File: config.mk
export PLATFORM = sky130hd
export DESIGN_NAME = i2c_tgt_event
export DESIGN_NICKNAME = d
export VERILOG_FILES = /design/src/rtl/i2c_tgt_pkg.sv /design/src/rtl/i2c_tgt_addr_match.sv /design/src/rtl/i2c_tgt_rxq.sv /design/src/rtl/i2c_tgt_stretch.sv /design/src/rtl/i2c_tgt_event.sv
export SDC_FILE = /design/constraint.sdc
export NUM_CORES = 1
export LEC_CHECK = 0
export BUFFER_PORTS_ARGS = -buffer_cell sky130_fd_sc_hd__buf_2
export CORE_ASPECT_RATIO = 1.4
export CORE_MARGIN = 2
export CORE_UTILIZATION = 35
export CTS_CLUSTER_DIAMETER = 40
export CTS_CLUSTER_SIZE = 12
export DETAILED_ROUTE_END_ITERATION = 10
export SYNTH_ARGS = -nofsm -noshare
export SYNTH_HDL_FRONTEND = slang
export SYNTH_SLANG_ARGS = --single-unit
export TNS_END_PERCENT = 50
File: constraint.sdc
create_clock -name clk -period 9 [get_ports clk]
set_clock_uncertainty 0.1 [all_clocks]
set_input_delay 0.45 -clock clk [delete_from_list [all_inputs] [get_ports clk]]
set_output_delay 0.45 -clock clk [all_outputs]
set_load 0.02 [all_outputs]
File: src/rtl/i2c_tgt_pkg.sv
`timescale 1ns/1ps
package i2c_tgt_pkg;
   typedef enum logic [1:0] {EV_START = 2'd0, EV_BYTE = 2'd1, EV_STOP = 2'd2} bus_ev_e;
   typedef enum logic [1:0] {TAG_NONE = 2'd0, TAG_FIRST = 2'd1, TAG_MID = 2'd2, TAG_LAST = 2'd3} rx_tag_e;
   typedef enum logic [2:0] {ST_IDLE, ST_ADDR, ST_WRITE, ST_READ, ST_SKIP} tgt_state_e;

   // status bit positions, relative to STAT_LSB
   localparam int STAT_LSB = 21;
   localparam int STAT_W   = 6;
   localparam int S_RDEV   = 0;
   localparam int S_TXUND  = 1;
   localparam int S_DONE   = 2;
   localparam int S_RXEV   = 3;
   localparam int S_RXTHR  = 4;
   localparam int S_RXFULL = 5;

   localparam logic [2:0] RES_OK      = 3'd0;
   localparam logic [2:0] RES_TIMEOUT = 3'd5;

   localparam logic [2:0] RI_ADDR = 3'd0;
   localparam logic [2:0] RI_TIME = 3'd1;
   localparam logic [2:0] RI_FIFO = 3'd2;
   localparam logic [2:0] RI_CMD  = 3'd3;
   localparam logic [2:0] RI_IEN  = 3'd4;
   localparam logic [2:0] RI_IST  = 3'd5;
   localparam logic [2:0] RI_TX   = 3'd6;
   localparam logic [2:0] RI_RX   = 3'd7;
endpackage

File: src/rtl/i2c_tgt_addr_match.sv
`timescale 1ns/1ps
module i2c_tgt_addr_match #(
   parameter int N_SLOTS = 4
) (
   input  logic [N_SLOTS*8-1:0] cfg,
   input  logic [6:0]           addr,
   output logic                 hit
);
   localparam int SLOT_W = 8;
   logic [N_SLOTS-1:0] slot_hit;

   for (genvar g = 0; g < N_SLOTS; g++) begin : g_slot
      assign slot_hit[g] = cfg[g*SLOT_W + SLOT_W - 1] && (cfg[g*SLOT_W +: 7] == addr);
   end

   assign hit = |slot_hit;
endmodule

File: src/rtl/i2c_tgt_rxq.sv
`timescale 1ns/1ps
module i2c_tgt_rxq #(
   parameter int DEPTH = 64,
   parameter int W     = 10,
   localparam int AW   = $clog2(DEPTH),
   localparam int CW   = AW + 1
) (
   input  logic          clk,
   input  logic          rst_n,
   input  logic          flush,
   input  logic          push,
   input  logic [W-1:0]  wdata,
   input  logic          pop,
   output logic [W-1:0]  rdata,
   output logic [CW-1:0] count,
   output logic          empty,
   output logic          full
);
   logic [W-1:0]  mem [DEPTH];
   logic [AW-1:0] wp, rp;
   logic          do_push, do_pop;

   if ((DEPTH & (DEPTH - 1)) != 0 || DEPTH < 2) begin : g_bad_depth
      $error("rx queue depth must be a power of two of at least 2");
   end

   assign empty   = (count == '0);
   assign full    = (count == CW'(DEPTH));
   assign do_push = push && !full;
   assign do_pop  = pop && !empty;
   assign rdata   = mem[rp];

   always_ff @(posedge clk) begin
      if (do_push) mem[wp] <= wdata;
   end

   always_ff @(posedge clk or negedge rst_n) begin
      if (!rst_n) begin
         wp    <= '0;
         rp    <= '0;
         count <= '0;
      end else if (flush) begin
         wp    <= '0;
         rp    <= '0;
         count <= '0;
      end else begin
         if (do_push) wp <= wp + 1'b1;
         if (do_pop)  rp <= rp + 1'b1;
         count <= count + CW'(do_push) - CW'(do_pop);
      end
   end
endmodule

File: src/rtl/i2c_tgt_stretch.sv
`timescale 1ns/1ps
module i2c_tgt_stretch #(
   parameter int LIMIT_W  = 7,
   parameter int DIV_SLOW = 8,
   parameter int DIV_FAST = 2,
   localparam int DMAX    = (DIV_SLOW > DIV_FAST) ? DIV_SLOW : DIV_FAST,
   localparam int PW      = $clog2(DMAX) + 1
) (
   input  logic               clk,
   input  logic               rst_n,
   input  logic               run,
   input  logic               fast,
   input  logic [LIMIT_W-1:0] limit,
   output logic               expire
);
   logic [PW-1:0]      pre;
   logic [PW-1:0]      div_m1;
   logic [LIMIT_W-1:0] ticks;
   logic               tick;

   if (DIV_SLOW < 1 || DIV_FAST < 1) begin : g_bad_div
      $error("stretch prescale divisors must be at least 1");
   end

   assign div_m1 = fast ? PW'(DIV_FAST - 1) : PW'(DIV_SLOW - 1);
   assign tick   = run && (pre == div_m1);
   assign expire = tick && (limit != '0) && (ticks == limit - 1'b1);

   always_ff @(posedge clk or negedge rst_n) begin
      if (!rst_n) begin
         pre   <= '0;
         ticks <= '0;
      end else if (!run) begin
         pre   <= '0;
         ticks <= '0;
      end else if (tick) begin
         pre   <= '0;
         ticks <= ticks + 1'b1;
      end else begin
         pre   <= pre + 1'b1;
      end
   end
endmodule

File: src/rtl/i2c_tgt_event.sv
`timescale 1ns/1ps
module i2c_tgt_event
   import i2c_tgt_pkg::*;
#(
   parameter int N_SLOTS  = 4,
   parameter int RX_DEPTH = 64,
   parameter int MAX_XFER = 64,
   parameter int LIMIT_W  = 7,
   parameter int THR_W    = 6,
   parameter int DIV_SLOW = 8,
   parameter int DIV_FAST = 2
) (
   input  logic        clk,
   input  logic        rst_n,
   input  logic        bus_evt_valid,
   input  logic [1:0]  bus_evt_kind,
   input  logic [7:0]  bus_byte,
   output logic        bus_ack,
   output logic        scl_hold,
   output logic        tgt_tx_valid,
   output logic [7:0]  tgt_tx_byte,
   input  logic        reg_wr,
   input  logic        reg_rd,
   input  logic [2:0]  reg_idx,
   input  logic [31:0] reg_wdata,
   output logic [31:0] reg_rdata,
   output logic        irq
);
   localparam int CW      = $clog2(RX_DEPTH) + 1;
   localparam int XW      = $clog2(MAX_XFER + 1);
   localparam int ENTRY_W = 10;

   if (N_SLOTS < 1 || N_SLOTS > 4) begin : g_bad_slots
      $error("N_SLOTS must be 1 to 4");
   end
   if (RX_DEPTH > 64 || LIMIT_W > 7 || THR_W > 6 || MAX_XFER < 1) begin : g_bad_field
      $error("parameter does not fit its register field");
   end

   // configuration and host-visible state
   logic [31:0]         addr_cfg;
   logic [LIMIT_W-1:0]  stretch_lim;
   logic                fast_mode;
   logic [THR_W-1:0]    thr;
   logic                busy;
   logic [2:0]          result;
   logic [STAT_W-1:0]   ien, ists, st_set, st_clr;
   logic [7:0]          tx_data;
   logic                tx_v;

   // transaction state
   tgt_state_e          state;
   logic [7:0]          pend_byte;
   logic                pend_v;
   logic [XW-1:0]       xfer_cnt;

   // decoded events
   logic ev_start, ev_byte, ev_stop, hit, room, tx_ok, byte_sent, expire;
   logic push;
   logic [ENTRY_W-1:0] push_entry;
   logic [ENTRY_W-1:0] q_rdata;
   logic [CW-1:0]      q_count;
   logic               q_empty, q_full, q_pop, rx_flush;
   logic [7:0]         cnt_after, thr8;

   assign ev_start  = bus_evt_valid && (bus_evt_kind == EV_START);
   assign ev_byte   = bus_evt_valid && (bus_evt_kind == EV_BYTE);
   assign ev_stop   = bus_evt_valid && (bus_evt_kind == EV_STOP);
   assign room      = (xfer_cnt < XW'(MAX_XFER));
   assign tx_ok     = (state == ST_READ) && busy && tx_v;
   assign byte_sent = ev_byte && tx_ok;

   assign scl_hold     = (state == ST_READ) && !tx_ok;
   assign tgt_tx_valid = tx_ok;
   assign tgt_tx_byte  = tx_data;

   i2c_tgt_addr_match #(.N_SLOTS(N_SLOTS)) u_match (
      .cfg  (addr_cfg[N_SLOTS*8-1:0]),
      .addr (bus_byte[7:1]),
      .hit  (hit)
   );

   i2c_tgt_stretch #(.LIMIT_W(LIMIT_W), .DIV_SLOW(DIV_SLOW), .DIV_FAST(DIV_FAST)) u_stretch (
      .clk    (clk),
      .rst_n  (rst_n),
      .run    (scl_hold),
      .fast   (fast_mode),
      .limit  (stretch_lim),
      .expire (expire)
   );

   assign q_pop    = reg_rd && (reg_idx == RI_RX);
   assign rx_flush = reg_wr && (reg_idx == RI_FIFO) && reg_wdata[31];

   i2c_tgt_rxq #(.DEPTH(RX_DEPTH), .W(ENTRY_W)) u_rxq (
      .clk   (clk),
      .rst_n (rst_n),
      .flush (rx_flush),
      .push  (push),
      .wdata (push_entry),
      .pop   (q_pop),
      .rdata (q_rdata),
      .count (q_count),
      .empty (q_empty),
      .full  (q_full)
   );

   // queue push selection and status set sources
   assign cnt_after = 8'(q_count) + 8'd1;
   assign thr8      = 8'(thr);

   always_comb begin
      push       = 1'b0;
      push_entry = '0;
      st_set     = '0;
      if ((ev_start || ev_stop) && state == ST_WRITE && pend_v) begin
         push       = 1'b1;
         push_entry = {TAG_LAST, pend_byte};
      end else if (ev_byte && state == ST_ADDR && hit && !bus_byte[0]) begin
         push       = 1'b1;
         push_entry = {TAG_FIRST, bus_byte};
      end else if (ev_byte && state == ST_WRITE && room && pend_v) begin
         push       = 1'b1;
         push_entry = {TAG_MID, pend_byte};
      end
      if (push && !q_full) begin
         st_set[S_RXEV] = 1'b1;
         if (thr != '0 && cnt_after >= thr8) st_set[S_RXTHR] = 1'b1;
      end
      if (push && (q_full || q_count == CW'(RX_DEPTH - 1))) st_set[S_RXFULL] = 1'b1;
      if (ev_byte && state == ST_ADDR && hit && bus_byte[0]) st_set[S_RDEV] = 1'b1;
      if (byte_sent) begin
         st_set[S_DONE] = 1'b1;
         if (bus_byte[0]) st_set[S_TXUND] = 1'b1;
      end
      if (expire) st_set[S_DONE] = 1'b1;
   end

   assign st_clr = (reg_wr && reg_idx == RI_IST) ? reg_wdata[STAT_LSB +: STAT_W] : '0;
   assign irq    = |(ists & ien);

   // transaction state machine
   always_ff @(posedge clk or negedge rst_n) begin
      if (!rst_n) begin
         state     <= ST_IDLE;
         pend_byte <= '0;
         pend_v    <= 1'b0;
         xfer_cnt  <= '0;
         bus_ack   <= 1'b0;
      end else begin
         bus_ack <= ev_byte && ((state == ST_ADDR && hit) || (state == ST_WRITE && room));
         if (expire) state <= ST_SKIP;
         if (ev_start) begin
            state    <= ST_ADDR;
            pend_v   <= 1'b0;
            xfer_cnt <= '0;
         end else if (ev_stop) begin
            state  <= ST_IDLE;
            pend_v <= 1'b0;
         end else if (ev_byte) begin
            case (state)
               ST_ADDR: begin
                  if (!hit)             state <= ST_SKIP;
                  else if (bus_byte[0]) state <= ST_READ;
                  else                  state <= ST_WRITE;
               end
               ST_WRITE: begin
                  if (room) begin
                     xfer_cnt  <= xfer_cnt + 1'b1;
                     pend_byte <= bus_byte;
                     pend_v    <= 1'b1;
                  end
               end
               ST_READ: begin
                  if (tx_ok && !bus_byte[0]) state <= ST_SKIP;
               end
               default: ;
            endcase
         end
      end
   end

   // host registers
   always_ff @(posedge clk or negedge rst_n) begin
      if (!rst_n) begin
         addr_cfg    <= '0;
         stretch_lim <= '0;
         fast_mode   <= 1'b0;
         thr         <= '0;
         busy        <= 1'b0;
         result      <= RES_OK;
         ien         <= '0;
         ists        <= '0;
         tx_data     <= '0;
         tx_v        <= 1'b0;
      end else begin
         ists <= (ists & ~st_clr) | st_set;
         if (expire) begin
            busy   <= 1'b0;
            result <= RES_TIMEOUT;
         end else if (byte_sent) begin
            busy   <= 1'b0;
            result <= RES_OK;
         end
         if (byte_sent) tx_v <= 1'b0;
         if (reg_wr) begin
            case (reg_idx)
               RI_ADDR: addr_cfg <= reg_wdata;
               RI_TIME: begin
                  stretch_lim <= reg_wdata[24 +: LIMIT_W];
                  fast_mode   <= reg_wdata[31];
               end
               RI_FIFO: begin
                  thr <= reg_wdata[8 +: THR_W];
                  if (reg_wdata[30]) tx_v <= 1'b0;
               end
               RI_CMD:  if (reg_wdata[31]) busy <= 1'b1;
               RI_IEN:  ien <= reg_wdata[STAT_LSB +: STAT_W];
               RI_TX: begin
                  tx_data <= reg_wdata[7:0];
                  tx_v    <= 1'b1;
               end
               default: ;
            endcase
         end
      end
   end

   // combinational read mux
   always_comb begin
      reg_rdata = '0;
      case (reg_idx)
         RI_ADDR: reg_rdata = addr_cfg;
         RI_TIME: begin
            reg_rdata[31]           = fast_mode;
            reg_rdata[24 +: LIMIT_W] = stretch_lim;
         end
         RI_FIFO: begin
            reg_rdata[16 +: CW]    = q_count;
            reg_rdata[8 +: THR_W]  = thr;
         end
         RI_CMD: begin
            reg_rdata[31]    = busy;
            reg_rdata[25:23] = result;
         end
         RI_IEN:  reg_rdata[STAT_LSB +: STAT_W] = ien;
         RI_IST:  reg_rdata[STAT_LSB +: STAT_W] = ists;
         RI_TX: begin
            reg_rdata[31]  = tx_v;
            reg_rdata[7:0] = tx_data;
         end
         RI_RX: begin
            if (!q_empty) begin
               reg_rdata[31:30] = q_rdata[9:8];
               reg_rdata[7:0]   = q_rdata[7:0];
            end
         end
         default: ;
      endcase
   end
endmodule

==> flow_summary_export.csv <==
group,metric,value,unit
run_status,status,"completed",
grt,antenna_found_initial,2,
synth,yosys-top-cells-area,"edfxtp_1 (61%), mux4_2 (12%), dfrtp_1 (9.4%), mux2_2 (1.9%), a22oi_1 (1.6%)",
synth,async_flop_share,0.157,
hold_path,holdCritPathClass,"input pin to register",
synth,yosys-mux-area-fraction,0.148,
synth,synth_most_common_cell,"edfxtp_1",
setup_path,critPathCaptureType,"primary output",
clock_network,cts_tree,"built",
sta,min_period_over_period,0.592,
sta,rsz0062_at_grt,"false",
final_layout,drive_gt1_frac,0.301,
synth,synth-main-ff-cell,"edfxtp_1",
sta,finalWorstSetupSlack,3670,ps
synth,syn_nets,1877,
sta,fmax,0.188,GHz
place,port_buffers,93,
synth,synth_cells,1797,
die,num_io_pins,94,
drt,firstDrtPassIters,7,
setup_path,startpoint_type,"register",
synth,synth_seq_area_share,0.703,
sta,hold_violations,0,
synth,synth_area,31600,µm²
sta,tightest_slew,1170,ps
place,dp_hpwl,49500,µm
setup_path,worst_ep_required_time,8450,ps
grt,grt.total_usage,0.172,
drt,drt-initial-drc-count,1600,
place,globalplace.congestion,0.850,
clock_network,clkSlewWorstSetupHoldPaths,50,ps
synth,synth.ff_latch_count,759,
setup_path,crit_path_max_fanout,51,
die,die_area,92700,µm²
synth,ys_types,63,
sta,setup_violations,0,
clock_network,postCtsSetupRepairBufs,0,
sta,finalMaxSlewViolations,0,
synth,synth-edff-count,640,
synth,synth_compound_area_frac,0.0448,
final_layout,diodes,0,
sta,post-route-min-period,5330,ps
synth,netlist_top_cells_count,"edfxtp_1 (640), mux4_2 (171), dfrtp_1 (119), nand2_1 (91), nor2_1 (77)",
clock_network,cts-buffers-inserted,104,
final_layout,nets,2062,
power_and_ir_drop,powerDensity,252,nW/µm²
setup_path,critical_path_class,"register to primary output",
place,dpl.cell_count,3030,
drt,num_vias,17600,
drt,drc_errors,0,
synth,synth_simple_gate_area_frac,0.0577,
synth,synth_top_family_by_area,"multiplexers",
sta,setup_tns,0,ps
drt,wl_per_cell,24.5,µm
final_layout,instances_no_fill,3254,
synth,syn_avg_cell_area,17.6,µm²
sta,slew_headroom,0.221,
drt,vias_per_cell,5.41,
clock_network,cts_sinks,759,
setup_path,worst_ep_arrival_time,4780,ps
synth,synth-adder-area-share,0.0121,
die,core_area,89600,µm²
die,die_h,359,µm
power_and_ir_drop,peakVddDrop,0.186,mV
power_and_ir_drop,power.leakage,14.0,nW
clock_network,cts_buffer_depth,3,
synth,post-synth-top-area-cell,"edfxtp_1",
clock_network,worst_skew_pair.late_latency,670,ps
synth,yosysTopAreaCellShare,0.608,
grt,grt_first_pass_wirelength,119000,µm
synth,synth_warnings,0,
final_layout,area.growth.synth_to_final,20.0,%
place,place_ws,4230,ps
drt,ant_nets,0,
grt,overflow,0,
die,start_util,0.353,
grt,grt_max_degree,78,
die,fp.dieW,258,µm
grt,grt_pass1_vias,18216,
drt,wl,79800,µm
flow_run,cap_violations,0,
clock_network,clockRootBuffer,"clkbuf_16",
synth,synth-xor-area-share,0.0169,
clock_network,htreeDepth,3,
die,rows,130,
==> metal layers <==
metal / routed length [µm] / vias up / part of all wire / track usage
met2: 41400 / 614 / 0.52 / 0.298
met4: 2230 / 2 / 0.028 / 0.0608
met5: 16 / - / 0.00020 / 0
li1: - / 7614 / - / -
met1: 31700 / 9241 / 0.40 / 0.217
met3: 4420 / 129 / 0.055 / 0.0286
==> timing repair <==
| item | 4_1_cts | 5_1_grt |
|---|---|---|
| resized for setup | 0 | 0 |
| endpoints found under the hold margin | 113 | 0 |
| hold buffers | 34 | 0 |
==> cell usage in the layout, fill, tap and decap left out, drive strengths merged, types with 29 or more instances in the layout <==
| cell type | Yosys | layout |
|---|---|---|
| inv | 25 | 32 |
| nor3 | 54 | 54 |
| a22oi | 67 | 67 |
| clkinv | 0 | 37 |
| edfxtp | 640 | 640 |
| clkbuf | 65 | 119 |
| xnor2 | 44 | 44 |
| o21ai | 35 | 35 |
| ha | 29 | 29 |
| mux4 | 171 | 171 |
| nor4 | 31 | 31 |
| nor2 | 78 | 78 |
| dfrtp | 119 | 119 |
| nand2 | 91 | 91 |
| dlygate4sd3 | 0 | 34 |
| buf | 48 | 158 |
| mux2 | 53 | 53 |
==> kinds of logic (layout without fill, tap and decap cells) <==
| group | after synthesis | after routing |
|---|---|---|
| compound gates | 200 | 200 |
| xor+xnor | 61 | 61 |
| fa+ha+maj | 30 | 30 |
| buf+inv | 138 | 407 |
| flops | 759 | 759 |
| mux | 246 | 246 |
| simple gates | 363 | 363 |
==> area by class of cell <==
class,instances,area [µm²]
multi-input combinational,900,9190
timing repair buffer,192,1310
fill,7842,51700
sequential,759,22200
inverter,25,93.8
clock inverter,71,931
tap,1188,1490
clock buffer,119,2710
==> flip-flops by register name (all words and copies together), names as in the netlist, 3 cells and up <==
register and count:
u_rxq.wp 6, u_rxq.rp 6, thr 6, ien 6, ists 6, tgt_tx_byte 8, stretch_lim 7, u_rxq.count 7
addr_cfg 32, pend_byte 8, u_rxq.mem 640, state 3, u_stretch.ticks 7, xfer_cnt 7, u_stretch.pre 4
==> report_power, final <==
part / internal, mW / leakage [nW] / switching (mW)
sequential: 3.86 / 8.62 / 0.264
combinational: 0.591 / 3.67 / 0.669
clock: 2.59 / 1.73 / 1.59
total: 7.04 / 14.0 / 2.53
==> metrics by stage <==
stage	power [mW]	utilization	hold WS [ps]	area (µm²)
final	9.57	0.423	42.8	37900
after global routing	9.93	0.423	31.7	37900
after CTS	9.67	0.423	6.09	37900
after detailed placement	5.47	0.379	361	33900
after global placement	5.45	0.379	353	33900
after floorplan	5.07	-	54.4	31600
==> worst paths after layout <==
kind / depth (start not counted) / start / to / slack, ps
min in group asynchronous: 2 / rst_n / u_stretch.ticks[5]$_DFFE_PN0P_ / 250
max in group asynchronous: 3 / rst_n / addr_cfg[18]$_DFFE_PN0P_ / 7140
worst min register to register: 2 / pend_v$_DFFE_PN0P_ / pend_v$_DFFE_PN0P_ / 370
worst max-delay path: 6 / u_rxq.rp[0]$_DFFE_PN0P_ / reg_rdata[0] / 3670
worst max register to register: 8 / state[1]$_DFF_PN0_ / u_rxq.mem[37][7]$_DFFE_PP_ / 4850
worst min-delay path: 3 / bus_evt_kind[1] / xfer_cnt[6]$_DFFE_PN0P_ / 40
==> critical path: stages, from the launching register on <==
cell and delay (ps):
dfrtp_4 1070, buf_4 930, mux4_2 610, mux4_2 490
a221oi_1 580, nand2_1 200, buf_2 200
Note: power is estimated with default switching activity, not from simulation.
